File: config.mk
export PLATFORM = sky130hd
export DESIGN_NAME = quad_position
export DESIGN_NICKNAME = d
export VERILOG_FILES = /design/src/rtl/qpos_pkg.sv /design/src/rtl/qpos_sync.sv /design/src/rtl/qpos_decode.sv /design/src/rtl/qpos_counter.sv /design/src/rtl/quad_position.sv
export SDC_FILE = /design/constraint.sdc
export NUM_CORES = 1
export LEC_CHECK = 0
export ABC_AREA = 1
export BUFFER_PORTS_ARGS = -buffer_cell sky130_fd_sc_hd__buf_2
export CORE_MARGIN = 1
export CORE_UTILIZATION = 60
export CTS_CLUSTER_SIZE = 10
export DETAILED_ROUTE_END_ITERATION = 6
export GPL_ROUTABILITY_DRIVEN = 0
export PLACE_DENSITY = 0.84
export SYNTH_ARGS = -nofsm -noshare
export SYNTH_HDL_FRONTEND = slang
export SYNTH_SLANG_ARGS = --single-unit
export TNS_END_PERCENT = 1
File: constraint.sdc
create_clock -name clk -period 6.7 [get_ports clk]
set_input_delay 2.01 -clock clk [delete_from_list [all_inputs] [get_ports clk]]
set_output_delay 2.01 -clock clk [all_outputs]
set_load 0.02 [all_outputs]
File: src/rtl/qpos_pkg.sv
package qpos_pkg;

  // Outcome of comparing the newest synchronized phase pair with the previous one.
  typedef enum logic [1:0] {
    MV_HOLD = 2'd0,
    MV_FWD  = 2'd1,
    MV_REV  = 2'd2,
    MV_JUMP = 2'd3
  } move_e;

  // code = {new_b, new_a, old_b, old_a}
  function automatic move_e classify(input logic [3:0] code);
    move_e m;
    unique case (code)
      4'b0100, 4'b1101, 4'b1011, 4'b0010: m = MV_FWD;
      4'b1000, 4'b1110, 4'b0111, 4'b0001: m = MV_REV;
      4'b1100, 4'b0011, 4'b1001, 4'b0110: m = MV_JUMP;
      default:                            m = MV_HOLD;
    endcase
    return m;
  endfunction

endpackage

File: src/rtl/qpos_sync.sv
module qpos_sync #(
  parameter int WIDTH  = 2,
  parameter int STAGES = 2
) (
  input  logic             clk,
  input  logic             rst_n,
  input  logic [WIDTH-1:0] async_in,
  output logic [WIDTH-1:0] sync_out
);

  logic [WIDTH-1:0] stage_q [STAGES];

  for (genvar g = 0; g < STAGES; g++) begin : g_stage
    logic [WIDTH-1:0] stage_d;
    if (g == 0) begin : g_first
      assign stage_d = async_in;
    end else begin : g_rest
      assign stage_d = stage_q[g-1];
    end
    always_ff @(posedge clk or negedge rst_n) begin
      if (!rst_n) stage_q[g] <= '0;
      else        stage_q[g] <= stage_d;
    end
  end

  assign sync_out = stage_q[STAGES-1];

endmodule

File: src/rtl/qpos_decode.sv
module qpos_decode
  import qpos_pkg::*;
#(
  parameter int FILL_CYCLES = 3
) (
  input  logic       clk,
  input  logic       rst_n,
  input  logic [1:0] pair_now,   // {B,A}, synchronized
  output move_e      move,
  output logic       move_valid
);

  localparam int FW = $clog2(FILL_CYCLES + 1);
  localparam logic [FW-1:0] FILL_MAX = FW'(FILL_CYCLES);

  logic [1:0]    pair_prev_q, pair_prev_d;
  logic [FW-1:0] fill_q, fill_d;
  logic          fill_en;

  // next state
  always_comb begin
    pair_prev_d = pair_now;
    fill_en     = (fill_q != FILL_MAX);
    fill_d      = fill_en ? fill_q + FW'(1) : fill_q;
  end

  // registers
  always_ff @(posedge clk or negedge rst_n) begin
    if (!rst_n) begin
      pair_prev_q <= '0;
      fill_q      <= '0;
    end else begin
      pair_prev_q <= pair_prev_d;
      if (fill_en) fill_q <= fill_d;
    end
  end

  assign move_valid = (fill_q == FILL_MAX);
  assign move       = move_valid ? classify({pair_now, pair_prev_q}) : MV_HOLD;

endmodule

File: src/rtl/qpos_counter.sv
module qpos_counter
  import qpos_pkg::*;
#(
  parameter int POS_W = 24
) (
  input  logic             clk,
  input  logic             rst_n,
  input  move_e            move,
  input  logic             load_en,
  input  logic [POS_W-1:0] load_val,
  output logic [POS_W-1:0] pos,
  output logic             jump_flag
);

  localparam logic [POS_W-1:0] ONE = POS_W'(1);

  logic [POS_W-1:0] pos_q, pos_d;
  logic             jump_q, jump_d;
  logic             pos_en;

  // next state
  always_comb begin
    pos_d  = pos_q;
    pos_en = 1'b0;
    jump_d = (move == MV_JUMP);
    if (load_en) begin
      pos_d  = load_val;
      pos_en = 1'b1;
    end else begin
      unique case (move)
        MV_FWD: begin pos_d = pos_q + ONE; pos_en = 1'b1; end
        MV_REV: begin pos_d = pos_q - ONE; pos_en = 1'b1; end
        default: ;
      endcase
    end
  end

  // registers
  always_ff @(posedge clk or negedge rst_n) begin
    if (!rst_n) begin
      pos_q  <= '0;
      jump_q <= 1'b0;
    end else begin
      if (pos_en) pos_q <= pos_d;
      jump_q <= jump_d;
    end
  end

  assign pos       = pos_q;
  assign jump_flag = jump_q;

endmodule

File: src/rtl/quad_position.sv
module quad_position
  import qpos_pkg::*;
#(
  parameter int POS_W       = 24,
  parameter int SYNC_STAGES = 2
) (
  input  logic             clk,
  input  logic             rst_n,
  input  logic             enc_a,
  input  logic             enc_b,
  input  logic             preset_en,
  input  logic [POS_W-1:0] preset_val,
  output logic [POS_W-1:0] position,
  output logic             double_step
);

  localparam int FILL_CYCLES = SYNC_STAGES + 1;

  logic [1:0] pair_sync;
  move_e      move;
  logic       move_valid;

  qpos_sync #(.WIDTH(2), .STAGES(SYNC_STAGES)) u_sync (
    .clk      (clk),
    .rst_n    (rst_n),
    .async_in ({enc_b, enc_a}),
    .sync_out (pair_sync)
  );

  qpos_decode #(.FILL_CYCLES(FILL_CYCLES)) u_decode (
    .clk        (clk),
    .rst_n      (rst_n),
    .pair_now   (pair_sync),
    .move       (move),
    .move_valid (move_valid)
  );

  qpos_counter #(.POS_W(POS_W)) u_counter (
    .clk       (clk),
    .rst_n     (rst_n),
    .move      (move),
    .load_en   (preset_en),
    .load_val  (preset_val),
    .pos       (position),
    .jump_flag (double_step)
  );

endmodule

==> out/results.env <==
NUMCTSBUFFERS=5
PEAK_SUPPLY_DROP_mV=0.1712
LARGEST_FANOUT_OF_ANY_NET_ON_THE_CRITICAL_PATH=24
POST-SYNTH-TOP-AREA-FRACTION_PCT=28.91
CTS_TREE='yes'
RSZ0062_AT_GRT='false'
POWER.TOTAL_uW=885.8
FLOORPLAN.DIE.WIDTH_UM=71
TIGHTESTPINTRANSITION_PS=1072
NUMBER_OF_VIAS_PER_CELL_AFTER_DETAILED_ROUTING=5.629
CTS.CLK_SLEW.WORST_PATHS_PS=80
P_LEAK_nW=1.785
POSTSYNTH.ASYNCRESETSHARE_PCT=100.0
DRT_ITER0_MARKERS=197
H-TREE-DEPTH=2
FP.COREAREA_MM2=0.004474
INITIAL_UTILIZATION_PCT=63.84
DRC=7
DIEAREA_MM2=0.005041
SYNTH_AREA_LEADER_CELL='sky130_fd_sc_hd__dfrtp_1'
FIRST_PASS_ITERS=7
CP.REQUIRED_PS=6880
PLACE.PORT_BUFFERS=53
RUN_STATUS='complete, but fails checks'
PROPORTION_OF_LAYOUT_CELLS_WITH_A_DRIVE_SUFFIX_ABOVE_1_PCT=17.62
GRT_FIRST_PASS_WIRELENGTH_UM=12440
SYN_TO_FINAL_GROWTH_PCT=14.67
CLOCKROOTBUFFER='sky130_fd_sc_hd__clkbuf_8'
POWER_PER_STANDARD_CELL_AREA_mW_PER_MM2=270.4
POSTSYNTHNETCOUNT=472
GRT_USE_TOTAL_PCT=31.26
SYNTH.FF_LATCH_COUNT=33
FMAX_MHz=277.6
FINAL-SETUP-VIOL-COUNT=0
CRIT_PATH_END_KIND='flip-flop'
SYNTH_AREA_MM2=0.002856
YOSYS-TOP-CELLS-AREA='sky130_fd_sc_hd__dfrtp_1, sky130_fd_sc_hd__nand2_1, sky130_fd_sc_hd__ha_1, sky130_fd_sc_hd__inv_1, sky130_fd_sc_hd__a22oi_1'
SYNTH-WARNING-COUNT=0
SYNTH-EDFF-COUNT=0
ANTENNA_FIX_CELLS=0
MAX_SLEW_MARGIN_VS_LIMIT_PCT=28.47
TIMING.SETUP.TNS_PS=0
CRITICAL_PATH_ARRIVAL_PS=3790
CLOCK-SINKS=33
INSERTION_DELAY_PS=300
REG2REG_FROM='u_sync.sync_out[0]'
FIN_WORST_SKEW_PS=5.996
WORST_SETUP_PATH_STARTPOINT='preset_en'
ANTENNA_FOUND_INITIAL=0
ROUTED-VIA-COUNT=2944
HOLDCRITPATHCLASS='reg -> reg'
CTS_HOLD_BUF=0
MAX_CAP_VIOL_COUNT=0
CLOCK_TREE.BUFFER_DEPTH=2
STARTPOINT_TYPE='primary input'
ROUTE.DETAILED.WL_PER_INST_UM=13.89
VIOLATED_CHECKS='DRC'
IO_PINS=54
YS.FLOP_TYPE='sky130_fd_sc_hd__dfrtp_1'
REPORT.FINAL.HOLD_VIOL_COUNT=0
POST-SYNTH-TOP-COUNT-CELL='sky130_fd_sc_hd__nand2_1'
POST_CTS.RESIZED_INSTANCES=0
CRITPATHKIND='in -> reg'
FINAL_PERIOD_MINUS_WORST_SETUP_SLACK_PS=3602
DRT.ANTENNA.VIOLATING_NETS=0
ROUTED_WL_UM=7263
YOSYSSEQAREASHARE_PCT=28.91
INSTANCE_COUNT_OF_THE_MAPPED_NETLIST=416
GRT.OVERFLOW.TOTAL=0
CORE.ROWCOUNT=24
GRT_START_MAX_NET_PINS=34
FINALMAXSLEWVIOLATIONS=0
DIE_HT_UM=71
SYNTH.TOP_CELLS.BY_COUNT='sky130_fd_sc_hd__nand2_1, sky130_fd_sc_hd__inv_1, sky130_fd_sc_hd__dfrtp_1'
HOLD_PATH.STARTPOINT='u_sync.g_stage[1].stage_d[0]'
NUMBER_OF_UNIQUE_STANDARD_CELL_TYPES_USED_BY_SYNTHESIS=34
POSTSYNTHAREAPERCELL_UM2=6.867
HPWL_UM=5521
POST_CTS_BUFFERS=0
REGTOREGSETUPSLACK_PS=3120
FIRST_GLOBAL_VIAS=2794
NNETSFINAL=526
FINAL_MIN_PERIOD_OVER_CLOCK_PERIOD_PCT=53.76
## state kept, by name, summed over array words and instances (netlist names)
signal                  flops
u_decode.pair_prev_q        2
u_sync.sync_out             2
u_decode.fill_q             2
u_counter.pos              24
u_counter.jump_flag         1
u_sync.g_stage.stage_d      2
## worst paths after layout
path	to	cells past startpoint
max in group asynchronous	u_counter.pos[18]	1
max	u_counter.pos[19]	6
min reg2reg	u_sync.sync_out[0]	0
max reg2reg	u_counter.pos[10]	17
min in group asynchronous	u_counter.pos[2]	1
min	u_sync.sync_out[0]	0
## per-layer routing
layer	wire [um]	GRT usage, %	part of all wire (%)	up-vias
li1	-	-	-	1486
met4	161	11.78	2.2	0
met3	442	5.413	6.1	18
met2	3521	53.74	48	103
met5	0	0	0	-
met1	3137	39.33	43	1337
## cell families (layout without fill, tap and decap cells)
kind of cell / Yosys count / after routing / share of synthesized area [%]
and+or+nand+nor: 205 / 205 / 30.97
AOI/OAI and AO/OA: 76 / 76 / 16.03
buffers and inverters: 64 / 119 / 8.541
DFF: 33 / 33 / 28.91
adders and majority gates: 27 / 27 / 12.09
xor gates and xnor gates: 10 / 10 / 3.066
muxes: 1 / 1 / 0.3942
## area by class of cell
class	instances	area, um^2
fillers	367	1199
flip-flops and latches	33	825.8
clock inverters	3	46.29
inverters	58	217.7
well taps	52	65.06
repair buffers	53	265.3
multi-input cells	319	1787
clock buffers	5	68.82
## report_power, final
group          internal [mW]  leakage (nW)  total (mW)  switching [mW]
Clock                  0.111        0.0543       0.195          0.0834
Combinational          0.153          1.34       0.435           0.282
Sequential             0.229         0.391       0.256          0.0267
## critical path: stages
cell	delay (ps)
sky130_fd_sc_hd__buf_2	410
sky130_fd_sc_hd__inv_1	200
sky130_fd_sc_hd__nand2_1	420
sky130_fd_sc_hd__clkinv_1	460
sky130_fd_sc_hd__nand3_1	200
sky130_fd_sc_hd__nand2_1	80
## per-stage QoR
step / setup WS (ps) / instances / util, % / hold WS, ps / area [um^2]
after floorplan: 3807 / 416 / - / 331.2 / 2856
after global placement: 2992 / 515 / 70.64 / 333.5 / 3161
after detailed placement: 2856 / 515 / 70.64 / 338.9 / 3161
after CTS: 3158 / 523 / 73.21 / 355.7 / 3276
after global routing: 2831 / 523 / 73.21 / 360.3 / 3276
final: 3098 / 523 / 73.21 / 352.9 / 3276
## cell usage in the layout, fill, tap and decap left out, types with 2 or more instances in the layout
master / netlist / final
sky130_fd_sc_hd__o21ai_1: 2 / 2
sky130_fd_sc_hd__o21ai_0: 20 / 20
sky130_fd_sc_hd__nand2_2: 8 / 8
sky130_fd_sc_hd__nand2_1: 120 / 120
sky130_fd_sc_hd__a21oi_1: 26 / 26
sky130_fd_sc_hd__dfrtp_1: 33 / 33
sky130_fd_sc_hd__xnor2_1: 9 / 9
sky130_fd_sc_hd__buf_2: 3 / 53
sky130_fd_sc_hd__o211ai_1: 3 / 3
sky130_fd_sc_hd__nand3_1: 28 / 28
sky130_fd_sc_hd__inv_2: 2 / 2
sky130_fd_sc_hd__nor2_2: 6 / 6
sky130_fd_sc_hd__nor3_1: 3 / 3
sky130_fd_sc_hd__a22oi_1: 19 / 19
sky130_fd_sc_hd__inv_1: 55 / 55
sky130_fd_sc_hd__nand4_1: 8 / 8
sky130_fd_sc_hd__clkbuf_8: 0 / 5
sky130_fd_sc_hd__ha_1: 26 / 26
sky130_fd_sc_hd__nor2_1: 27 / 27
No activity file was read; power rests on OpenSTA's default activity.
